`src/rtl/pri_res_pkg.sv`:
```
package pri_res_pkg;
  typedef enum logic [2:0] {
    OP_NOP          = 3'd0,
    OP_EOI_HI       = 3'd1,
    OP_EOI_HI_ROT   = 3'd2,
    OP_EOI_LINE     = 3'd3,
    OP_EOI_LINE_ROT = 3'd4,
    OP_SET_TOP      = 3'd5
  } pri_op_e;
endpackage

```
`src/rtl/rot_pri_enc.sv`:
```
module rot_pri_enc #(
  parameter int N  = 8,
  parameter int OW = 3,
  parameter int LW = 4
) (
  input  logic [N-1:0]  bits,
  input  logic [OW-1:0] offset,
  output logic          found,
  output logic [LW-1:0] level,
  output logic [OW-1:0] line
);
  localparam int SW = OW + 1;

  logic [N-1:0] rot;

  for (genvar p = 0; p < N; p++) begin : g_rot
    logic [SW-1:0] sum;
    always_comb begin
      sum = SW'(p) + {1'b0, offset};
      if (sum >= SW'(N)) sum = sum - SW'(N);
      rot[p] = bits[sum[OW-1:0]];
    end
  end

  always_comb begin
    level = LW'(N);
    for (int i = N - 1; i >= 0; i--) begin
      if (rot[i]) level = LW'(i);
    end
  end

  assign found = |bits;

  logic [SW-1:0] lsum;
  always_comb begin
    lsum = {1'b0, level[OW-1:0]} + {1'b0, offset};
    if (lsum >= SW'(N)) lsum = lsum - SW'(N);
    line = lsum[OW-1:0];
  end
endmodule

```
`src/rtl/pri_winner.sv`:
```
module pri_winner #(
  parameter int N         = 8,
  parameter int OW        = 3,
  parameter int LW        = 4,
  parameter bit IS_MASTER = 1'b1,
  parameter int CASC_LINE = 2
) (
  input  logic [N-1:0]  req_bits,
  input  logic [N-1:0]  mask_bits,
  input  logic [N-1:0]  isr_bits,
  input  logic [OW-1:0] offset,
  input  logic          spec_mask,
  input  logic          spec_nest,
  output logic          win_valid_n,
  output logic [OW-1:0] win_line_n
);
  logic [N-1:0]  cand;
  logic [N-1:0]  counted;
  logic [N-1:0]  nest_ign;
  logic          req_found, cur_found;
  logic [LW-1:0] req_lvl, cur_lvl;
  logic [OW-1:0] cur_line;

  if (IS_MASTER) begin : g_master
    assign nest_ign = spec_nest ? (N'(1) << CASC_LINE) : '0;
  end else begin : g_slave
    logic unused_nest;
    assign unused_nest = spec_nest;
    assign nest_ign    = '0;
  end

  assign cand    = req_bits & ~mask_bits;
  assign counted = isr_bits & ~(spec_mask ? mask_bits : '0) & ~nest_ign;

  rot_pri_enc #(.N(N), .OW(OW), .LW(LW)) u_req_enc (
    .bits(cand), .offset(offset), .found(req_found),
    .level(req_lvl), .line(win_line_n)
  );

  rot_pri_enc #(.N(N), .OW(OW), .LW(LW)) u_cur_enc (
    .bits(counted), .offset(offset), .found(cur_found),
    .level(cur_lvl), .line(cur_line)
  );

  logic unused_cur;
  assign unused_cur = cur_found ^ (|cur_line);

  assign win_valid_n = req_found && (req_lvl < cur_lvl);
endmodule

```
`src/rtl/pri_isr_ctrl.sv`:
```
module pri_isr_ctrl
  import pri_res_pkg::*;
#(
  parameter int N  = 8,
  parameter int OW = 3,
  parameter int LW = 4
) (
  input  logic          clk,
  input  logic          rst,
  input  logic          cmd_valid,
  input  logic [2:0]    cmd_op,
  input  logic [OW-1:0] cmd_line,
  input  logic          ack,
  input  logic          auto_eoi,
  input  logic          rot_aeoi,
  input  logic          win_valid_n,
  input  logic [OW-1:0] win_line_n,
  output logic [N-1:0]  isr_q,
  output logic [OW-1:0] off_q
);
  logic          hi_found;
  logic [LW-1:0] hi_lvl;
  logic [OW-1:0] hi_line;

  rot_pri_enc #(.N(N), .OW(OW), .LW(LW)) u_hi_enc (
    .bits(isr_q), .offset(off_q), .found(hi_found),
    .level(hi_lvl), .line(hi_line)
  );

  logic unused_lvl;
  assign unused_lvl = |hi_lvl;

  function automatic logic [OW-1:0] next_line(input logic [OW-1:0] x);
    return (x == OW'(N - 1)) ? '0 : x + 1'b1;
  endfunction

  always_ff @(posedge clk) begin
    if (rst) begin
      isr_q <= '0;
      off_q <= '0;
    end else if (cmd_valid) begin
      case (cmd_op)
        OP_EOI_HI, OP_EOI_HI_ROT: begin
          if (hi_found) begin
            isr_q[hi_line] <= 1'b0;
            if (cmd_op == OP_EOI_HI_ROT) off_q <= next_line(hi_line);
          end
        end
        OP_EOI_LINE, OP_EOI_LINE_ROT: begin
          isr_q[cmd_line] <= 1'b0;
          if (cmd_op == OP_EOI_LINE_ROT) off_q <= next_line(cmd_line);
        end
        OP_SET_TOP: off_q <= next_line(cmd_line);
        default: ;
      endcase
    end else if (ack && win_valid_n) begin
      if (auto_eoi) begin
        if (rot_aeoi) off_q <= next_line(win_line_n);
      end else begin
        isr_q[win_line_n] <= 1'b1;
      end
    end
  end

  assert_ack_sets_isr_R10: assert property (@(posedge clk) disable iff (rst)
    (ack && !cmd_valid && !auto_eoi && win_valid_n) |=> isr_q[$past(win_line_n)]);

  assert_aeoi_keeps_isr_R11: assert property (@(posedge clk) disable iff (rst)
    (ack && !cmd_valid && auto_eoi) |=> (isr_q == $past(isr_q)));

  assert_line_eoi_clears_R8: assert property (@(posedge clk) disable iff (rst)
    (cmd_valid && (cmd_op == OP_EOI_LINE || cmd_op == OP_EOI_LINE_ROT))
    |=> !isr_q[$past(cmd_line)]);

  assert_empty_eoi_stable_R12: assert property (@(posedge clk) disable iff (rst)
    (cmd_valid && (cmd_op == OP_EOI_HI || cmd_op == OP_EOI_HI_ROT) && isr_q == '0)
    |=> (isr_q == '0 && $stable(off_q)));
endmodule

```
`src/rtl/pri_resolver.sv`:
```
module pri_resolver #(
  parameter int N         = 8,
  parameter bit IS_MASTER = 1'b1,
  parameter int CASC_LINE = 2,
  localparam int OW       = (N > 1) ? $clog2(N) : 1,
  localparam int LW       = $clog2(N + 1)
) (
  input  logic          clk,
  input  logic          rst,
  input  logic [N-1:0]  req_bits,
  input  logic [N-1:0]  mask_bits,
  input  logic          spec_mask,
  input  logic          spec_nest,
  input  logic          auto_eoi,
  input  logic          rot_aeoi,
  input  logic          ack,
  input  logic          cmd_valid,
  input  logic [2:0]    cmd_op,
  input  logic [OW-1:0] cmd_line,
  output logic          win_valid,
  output logic [OW-1:0] win_line,
  output logic          int_out,
  output logic [N-1:0]  isr_bits,
  output logic [OW-1:0] rot_offset
);
  logic          win_valid_n;
  logic [OW-1:0] win_line_n;
  logic [N-1:0]  isr_q;
  logic [OW-1:0] off_q;

  pri_winner #(.N(N), .OW(OW), .LW(LW), .IS_MASTER(IS_MASTER),
               .CASC_LINE(CASC_LINE)) u_winner (
    .req_bits(req_bits), .mask_bits(mask_bits), .isr_bits(isr_q),
    .offset(off_q), .spec_mask(spec_mask), .spec_nest(spec_nest),
    .win_valid_n(win_valid_n), .win_line_n(win_line_n)
  );

  pri_isr_ctrl #(.N(N), .OW(OW), .LW(LW)) u_isr (
    .clk(clk), .rst(rst), .cmd_valid(cmd_valid), .cmd_op(cmd_op),
    .cmd_line(cmd_line), .ack(ack), .auto_eoi(auto_eoi),
    .rot_aeoi(rot_aeoi), .win_valid_n(win_valid_n),
    .win_line_n(win_line_n), .isr_q(isr_q), .off_q(off_q)
  );

  always_ff @(posedge clk) begin
    if (rst) begin
      win_valid <= 1'b0;
      win_line  <= '0;
      int_out   <= 1'b0;
    end else begin
      win_valid <= win_valid_n;
      win_line  <= win_valid_n ? win_line_n : '0;
      int_out   <= win_valid_n;
    end
  end

  assign isr_bits   = isr_q;
  assign rot_offset = off_q;

  logic [N-1:0] cand_chk;
  assign cand_chk = req_bits & ~mask_bits;

  assert_winner_unmasked_R3: assert property (@(posedge clk) disable iff (rst)
    win_valid_n |-> cand_chk[win_line_n]);

  assert_int_registered_R13: assert property (@(posedge clk) disable iff (rst)
    $rose(int_out) |-> $past(win_valid_n));
endmodule

```
`config.mk`:
```
export PLATFORM = sky130hd
export DESIGN_NAME = pri_resolver
export DESIGN_NICKNAME = d
export VERILOG_FILES = /design/src/rtl/pri_res_pkg.sv /design/src/rtl/rot_pri_enc.sv /design/src/rtl/pri_winner.sv /design/src/rtl/pri_isr_ctrl.sv /design/src/rtl/pri_resolver.sv
export SDC_FILE = /design/constraint.sdc
export NUM_CORES = 1
export LEC_CHECK = 0
export BUFFER_PORTS_ARGS = -buffer_cell sky130_fd_sc_hd__buf_2
export CAP_MARGIN = 20
export CORE_MARGIN = 2
export CORE_UTILIZATION = 53
export CTS_BUF_LIST = sky130_fd_sc_hd__clkbuf_4
export CTS_CLUSTER_DIAMETER = 200
export CTS_CLUSTER_SIZE = 20
export DETAILED_ROUTE_END_ITERATION = 6
export PLACE_DENSITY_LB_ADDON = 0.08
export SYNTH_ARGS = -nofsm -noshare
export SYNTH_HDL_FRONTEND = slang
export SYNTH_SLANG_ARGS = --single-unit
```
`constraint.sdc`:
```
create_clock -name clk -period 4.2 [get_ports clk]
set_input_delay 0.42 -clock clk [delete_from_list [all_inputs] [get_ports clk]]
set_output_delay 0.42 -clock clk [all_outputs]
set_load 0.05 [all_outputs]
```
==> results of run 1 <==
[area by class of cell]
cell class	count	area, sq um	area share
multi-input cells	266	2310	0.745
repair buffers	56	324	0.104
flip-flops and latches	15	304	0.0979
well taps	67	83.8	0.0270
inverters	13	48.8	0.0157
clock buffers	4	30.0	0.00967
[layer usage]
layer | up-vias | GRT usage | share of wire
met2 | 132 | 0.474 | 0.49
met4 | 0 | 0.0760 | 0.023
met5 | - | 0 | 0
li1 | 1283 | - | -
met3 | 15 | 0.0251 | 0.071
met1 | 1318 | 0.353 | 0.42
[registers in the layout, summed over array words and instances (netlist names)]
signal and count:
u_isr.isr_q 8, u_isr.off_q 3, win_line 3, int_out 1
[path summary, 6_finish.rpt]
check,start,endpoint,slack (ns),cells after the start
max,u_isr.off_q[0],u_isr.isr_q[0],0.22,15
min,rst,u_isr.off_q[1],0.46,2
min reg2reg,u_isr.isr_q[5],u_isr.isr_q[5],0.68,2
max reg2reg,u_isr.off_q[0],u_isr.isr_q[0],0.22,15
[layout by cell type, fill, tap and decap left out, types with 3 or more instances in the layout]
cell type	Yosys	layout
sky130_fd_sc_hd__a2111oi_1	3	3
sky130_fd_sc_hd__a21boi_0	9	9
sky130_fd_sc_hd__a21oi_1	10	9
sky130_fd_sc_hd__a31oi_1	6	6
sky130_fd_sc_hd__and2_1	4	4
sky130_fd_sc_hd__and3_1	3	3
sky130_fd_sc_hd__and4b_1	3	3
sky130_fd_sc_hd__buf_2	7	45
sky130_fd_sc_hd__buf_4	2	9
sky130_fd_sc_hd__clkbuf_4	0	4
sky130_fd_sc_hd__dfxtp_1	15	12
sky130_fd_sc_hd__dfxtp_2	0	3
sky130_fd_sc_hd__ha_1	11	9
sky130_fd_sc_hd__inv_1	11	11
sky130_fd_sc_hd__mux2_2	5	5
sky130_fd_sc_hd__mux2i_1	19	19
sky130_fd_sc_hd__mux4_2	19	19
sky130_fd_sc_hd__nand2_1	18	18
sky130_fd_sc_hd__nand2b_1	17	17
sky130_fd_sc_hd__nand3_1	6	6
sky130_fd_sc_hd__nand3b_1	5	5
sky130_fd_sc_hd__nor2_1	27	26
sky130_fd_sc_hd__nor2b_1	4	4
sky130_fd_sc_hd__nor3_1	13	12
sky130_fd_sc_hd__nor4_1	5	3
sky130_fd_sc_hd__nor4bb_1	4	4
sky130_fd_sc_hd__o211ai_1	5	5
sky130_fd_sc_hd__o21a_1	6	6
sky130_fd_sc_hd__o21ai_0	10	10
sky130_fd_sc_hd__o21ai_1	3	3
sky130_fd_sc_hd__o32ai_1	4	4
sky130_fd_sc_hd__or2_2	4	4
sky130_fd_sc_hd__xnor2_1	4	3
sky130_fd_sc_hd__xnor2_4	2	4
sky130_fd_sc_hd__xor2_1	4	3
[power by group]
part           switching (W)  internal (W)   total, W
registers          0.0000615      0.000185   0.000247
clock network      0.0000494     0.0000435  0.0000928
logic                0.00126      0.000908    0.00217
[critical path, cell delays in order (launching register included)]
cell and delay (ns):
sky130_fd_sc_hd__dfxtp_2 0.37, sky130_fd_sc_hd__buf_12 0.22, sky130_fd_sc_hd__ha_2 0.26, sky130_fd_sc_hd__xor2_2 0.25, sky130_fd_sc_hd__mux4_2 0.54, sky130_fd_sc_hd__a21oi_1 0.17, sky130_fd_sc_hd__nor2_2 0.09, sky130_fd_sc_hd__inv_1 0.07
sky130_fd_sc_hd__ha_1 0.13, sky130_fd_sc_hd__inv_1 0.05, sky130_fd_sc_hd__fa_1 0.57, sky130_fd_sc_hd__inv_1 0.08, sky130_fd_sc_hd__or3_1 0.40, sky130_fd_sc_hd__and2b_1 0.23, sky130_fd_sc_hd__a31oi_1 0.12, sky130_fd_sc_hd__a2111oi_2 0.32
[cell families (layout without fill, tap and decap cells)]
family | count (synthesis) | count (layout)
and+or+nand+nor | 121 | 121
adders and majority gates | 13 | 13
xor gates and xnor gates | 11 | 11
buffers and inverters | 29 | 73
muxes | 44 | 44
DFF | 15 | 15
AOI/OAI and AO/OA | 77 | 77
[per-stage QoR]
step	hold WS [ns]	utilization	setup slack, ns
4_1_cts	0.460	0.632	0.0599
5_1_grt	0.486	0.644	-0.00214
3_3_place_gp	0.650	0.626	0.168
6_report	0.465	0.644	0.220
2_1_floorplan	0.489	-	-0.0207
3_5_place_dp	0.658	0.626	0.124
==> flow_metrics.py, run 1 <==
metrics = {
    "worst_setup_path": {
        "timing.critical_path.arrival_ns": 4.17,
        "critPathKind": "flip-flop to flip-flop",
        "worstPathRequired_ns": 4.39,
        "cp_max_fo": 40,
        "critical_path.endpoint_type": "flip-flop",
        "worst_setup_path_start_kind": "flip-flop",
    },
    "power_and_ir_drop": {
        "power.density_cell_area_mw_per_mm2": 808,
        "post-layout-total-power_w": 0.00251,
        "p_leak_nw": 1.25,
        "vdd_ir_drop_max_mv": 0.556,
    },
    "routing": {
        "detail_route.vias_per_cell": 6.53,
        "postRouteAntennaNets": 0,
        "route.vias.total": 2748,
        "wirelength_mm": 7.59,
        "drc": 0,
        "drtPass1Iterations": 5,
        "drtIter0Drc": 234,
        "route.detailed.wl_per_inst_microns": 18.0,
    },
    "global_routing": {
        "gr-total-overflow": 0,
        "first_pass_grt_wire_length_mm": 11.8,
        "grt_pass1_vias": 2502,
        "maximum_number_of_pins_on_one_net_before_global_route_repair": 41,
        "groute.usage.overall": 0.269,
        "antenna_found_initial": 0,
    },
    "clocking": {
        "ctsHoldBuffers": 0,
        "numCtsBuffers": 3,
        "postCtsSetupRepairBufs": 0,
        "clkSlewWorstSetupHoldPaths_ns": 0.09,
        "htreeDepth": 1,
        "root_buffer": "sky130_fd_sc_hd__clkbuf_4",
        "clkLatencyLatePin_ns": 0.29,
        "cts_resized": 0,
        "cts_max_path_buffers": 2,
        "clock_sinks": 15,
        "cts_tree": "yes",
    },
    "timing": {
        "clock-skew-final_ns": 0.00309,
        "hold_viol": 0,
        "clock.fmax_ghz": 0.251,
        "final_period_minus_worst_setup_slack_ns": 3.98,
        "timing.max_slew.rel_slack": 0.712,
        "timing.final.crit_share": 0.948,
        "tightestPinTransition_ns": 0.420,
        "finalMaxSlewViolations": 0,
        "final-setup-viol-count": 0,
        "setup-tns-final_ns": 0,
    },
    "yosys": {
        "ys_async_sr_fraction": 0,
        "dominant_combinational_cell_family_by_area_after_synthesis": "multiplexers",
        "synth_nets": 353,
        "ys_dominant_reg_cell": "sky130_fd_sc_hd__dfxtp_1",
        "synthDominantCellAreaShare": 0.159,
        "edff_count_synth": 0,
        "per_instance_average_area_after_synthesis_sq_um": 8.69,
        "netlist_top_cells_area": "sky130_fd_sc_hd__mux4_2 (16%), sky130_fd_sc_hd__dfxtp_1 (11%), sky130_fd_sc_hd__mux2i_1 (7.1%)",
        "synth_xor_xnor_area_share": 0.0525,
        "post-synth-top-area-cell": "sky130_fd_sc_hd__mux4_2",
        "synth_simple_gate_area_share": 0.248,
        "synth-compound-area-share": 0.210,
        "synthesis.instances": 310,
        "mappedNetlistArea_sq_mm": 0.00269,
        "synth.lib_cells_used.distinct": 65,
        "synth-seq-area-share": 0.111,
        "muxShareOfSynthArea": 0.256,
        "yosys_warnings": 0,
        "post-synth-top-count-cell": "sky130_fd_sc_hd__nor2_1",
        "synth.ff_latch_count": 15,
        "synth_common_cells": "sky130_fd_sc_hd__nor2_1 (27), sky130_fd_sc_hd__mux2i_1 (19), sky130_fd_sc_hd__mux4_2 (19)",
        "synth-adder-area-share": 0.0660,
    },
    "cells_and_area": {
        "antenna_cells": 0,
        "postLayoutCellArea_sq_mm": 0.00310,
        "layoutNonFillerInstCount": 421,
        "final_layout_size_suffix_gt1_frac": 0.319,
        "area_growth_syn_to_fin_pct": 15.2,
        "fillerInstances": 448,
        "final_net_count": 398,
    },
    "placed_design": {
        "routability_congestion_estimate_from_global_placement": 0.898,
        "place_hpwl_mm": 5.81,
        "cell_area_placed_sq_mm": 0.00302,
        "total_of_buffers_placed_on_input_and_output_ports": 45,
        "placed_cells": 417,
    },
    "die": {
        "ios": 46,
        "floorplan.core_area_sq_mm": 0.00482,
        "overall_die_width_microns": 75.3,
        "rows": 25,
        "floorplan.die_area_sq_mm": 0.00567,
        "initial_utilization": 0.559,
        "die_h_microns": 75.3,
    },
    "flow_run": {
        "maxCapViolations": 0,
    },
    "hold_path": {
        "hold_path_class": "input port to flip-flop",
    },
    "run_status": {
        "status": "finished clean",
    },
}
Power figures use the tool's default switching activity.
==> run 2, diff against run 1 <==
ABC_AREA = 1   (was unset)
SETUP_SLACK_MARGIN = 0.4   (was unset)
==> run 2 against run 1 <==
Net effect:
- first-iteration DRC count is 1.7% higher
- highest routed layer unchanged
- setup slack better by 0.48 ns
- sequential share of layout area is 0.47 points higher
==> flow_metrics.py, run 2 <==
metrics = {
    "global_routing": {
        "groute.usage.overall": 0.288,
        "grt_pass1_vias": 2815,
        "maximum_number_of_pins_on_one_net_before_global_route_repair": 33,
        "antenna_found_initial": 0,
        "gr-total-overflow": 0,
        "first_pass_grt_wire_length_mm": 12.5,
    },
    "yosys": {
        "synth_common_cells": "sky130_fd_sc_hd__nand2_1 (133), sky130_fd_sc_hd__nand3_1 (81), sky130_fd_sc_hd__inv_1 (58)",
        "edff_count_synth": 0,
        "synth-seq-area-share": 0.114,
        "synthesis.instances": 468,
        "per_instance_average_area_after_synthesis_sq_um": 5.62,
        "synth.ff_latch_count": 15,
        "synthDominantCellAreaShare": 0.190,
        "ys_async_sr_fraction": 0,
        "ys_dominant_reg_cell": "sky130_fd_sc_hd__dfxtp_1",
        "yosys_warnings": 0,
        "synth_nets": 511,
        "synth.lib_cells_used.distinct": 44,
        "mappedNetlistArea_sq_mm": 0.00263,
        "netlist_top_cells_area": "sky130_fd_sc_hd__nand2_1 (19%), sky130_fd_sc_hd__nand3_1 (15%), sky130_fd_sc_hd__dfxtp_1 (11%)",
        "post-synth-top-count-cell": "sky130_fd_sc_hd__nand2_1",
        "post-synth-top-area-cell": "sky130_fd_sc_hd__nand2_1",
    },
    "worst_setup_path": {
        "timing.critical_path.slowest_cell_delay_ns": 0.50,
        "critPathKind": "flip-flop to flip-flop",
        "path_cells": "xnor2_2 -> inv_2 -> nand2_1 -> a21boi_1 -> inv_1 -> a21oi_1 -> o21ai_0 -> nand2_1 -> a21oi_1 -> ha_1 -> fa_1 -> xor2_1 -> inv_1 -> nand4_1 -> nand2_2 -> nor2_2 -> nand2_1 -> nand2_1 -> nand2_1 -> nand2_1 -> nand3_1 -> nand2_1 -> nor2_2",
        "timing.critical_path.slowest_stage_cell": "sky130_fd_sc_hd__xnor2_2",
        "timing.critical_path.arrival_ns": 3.71,
        "worst_setup_path_start_kind": "flip-flop",
        "critical_path.endpoint_type": "flip-flop",
        "cp_max_fo": 9,
        "cpMostUsedCell": "sky130_fd_sc_hd__nand2_1",
        "worstPathRequired_ns": 4.41,
    },
    "cells_and_area": {
        "final_layout_size_suffix_gt1_frac": 0.185,
        "final_common_cell": "sky130_fd_sc_hd__nand2_1",
        "final_net_count": 557,
        "fillerInstances": 519,
        "layout.cells.most_common_list": "sky130_fd_sc_hd__nand2_1 (133), sky130_fd_sc_hd__nand3_1 (81), sky130_fd_sc_hd__inv_1 (57)",
        "regArea_sq_um": 305,
        "largest-register": "u_isr.isr_q",
        "antenna_cells": 0,
        "area_growth_syn_to_fin_pct": 13.0,
        "largest_register_ff_count": 8,
        "area_taken_by_multi_input_logic_gates_sq_mm": 0.00199,
        "layoutNonFillerInstCount": 580,
        "largestRegisters": "u_isr.isr_q (8), u_isr.off_q (3), win_line (3)",
    },
    "timing": {
        "timing.hold.ws_ns": 0.507,
        "timing.final.crit_share": 0.834,
        "hold_viol": 0,
        "timing.max_slew.rel_slack": 0.660,
        "final-setup-viol-count": 0,
        "final_period_minus_worst_setup_slack_ns": 3.50,
        "tightestPinTransition_ns": 0.509,
        "clock.fmax_ghz": 0.285,
        "finalMaxSlewViolations": 0,
        "setup-tns-final_ns": 0,
        "rsz0062_at_grt": "false",
        "clock-skew-final_ns": 0.00319,
        "worst_slack_ns": 0.696,
    },
    "placed_design": {
        "routability_congestion_estimate_from_global_placement": 0.986,
        "place_hpwl_mm": 6.17,
        "dp_slack_ns": 0.445,
        "total_of_buffers_placed_on_input_and_output_ports": 45,
        "placed_cells": 568,
    },
    "die": {
        "floorplan.core_area_sq_mm": 0.00475,
        "die_h_microns": 74.4,
        "ios": 46,
        "rows": 25,
        "overall_die_width_microns": 74.4,
        "initial_utilization": 0.553,
        "floorplan.die_area_sq_mm": 0.00554,
    },
    "clocking": {
        "root_buffer": "sky130_fd_sc_hd__clkbuf_4",
        "cts_max_path_buffers": 2,
        "clkSlewWorstSetupHoldPaths_ns": 0.10,
        "htreeDepth": 1,
        "ctsHoldBuffers": 0,
        "cts_tree": "yes",
        "numCtsBuffers": 3,
        "clock_sinks": 15,
        "clkLatencyLatePin_ns": 0.30,
    },
    "flow_run": {
        "maxCapViolations": 0,
    },
    "routing": {
        "drtIter0Drc": 238,
        "drtPass1Iterations": 5,
        "wirelength_mm": 7.73,
        "route.vias.total": 3136,
        "route.detailed.wl_per_inst_microns": 13.3,
        "detail_route.vias_per_cell": 5.41,
        "postRouteAntennaNets": 0,
        "drc": 0,
    },
    "hold_path": {
        "hold_path_class": "input port to flip-flop",
    },
    "run_status": {
        "status": "finished clean",
    },
}
## run 2: worst max-delay path, delay by kind of cell (launching register included)
family                     cells  cell delay [ns]
AOI/OAI and AO/OA              4             0.49
buffers and inverters          3             0.24
and+or+nand+nor               12             0.96
adders and majority gates      2             0.56
DFF                            1             0.48
xor gates and xnor gates       2             0.69
## run 2: logic make-up after synthesis
family	share of synthesized area
compound gates	0.153
xor+xnor	0.0328
fa+ha+maj	0.0676
buf+inv	0.139
flops	0.114
mux	0.0114
simple gates	0.482
## run 2: layout make-up
cell class                 count  share of cell area
tap                           67              0.0282
inverter                      63              0.0833
clock buffer                   3             0.00758
sequential                    15               0.103
multi-input combinational    374               0.669
timing repair inverter         1             0.00253
timing repair buffer          56               0.105
clock inverter                 1             0.00168
## run 2: path summary, 6_finish.rpt
kind                                     start              to  slack [ns]  cells after the start
worst min register to register  u_isr.isr_q[6]  u_isr.isr_q[6]        0.54                      2
worst max register to register  u_isr.off_q[2]  u_isr.isr_q[2]        0.70                     23
worst max-delay path            u_isr.off_q[2]  u_isr.isr_q[2]        0.70                     23
worst min-delay path                       rst  u_isr.off_q[1]        0.51                      4
## run 2: timing repair
action                                  CTS  global route
gates resized for setup                   0            11
endpoints found under the setup margin    0            11
setup buffers                             0             6
## run 2: per-stage QoR
stage,utilization,cell area [sq um]
global route,0.625,2970
floorplan,-,2630
finish,0.625,2970
global placement,0.599,2850
CTS,0.604,2870
detailed placement,0.599,2850
## run 2: routing by layer
layer  track usage  part of all wire  vias to the layer above
met1         0.353              0.44                     1398
met3        0.0176             0.046                       17
li1              -                 -                     1619
met4         0.119             0.030                        0
met2         0.521              0.48                      102
met5             0                 0                        -
Power of run 2 is not shown: default switching activity piles up to over one toggle a cycle in this logic, so the estimate is an artifact.
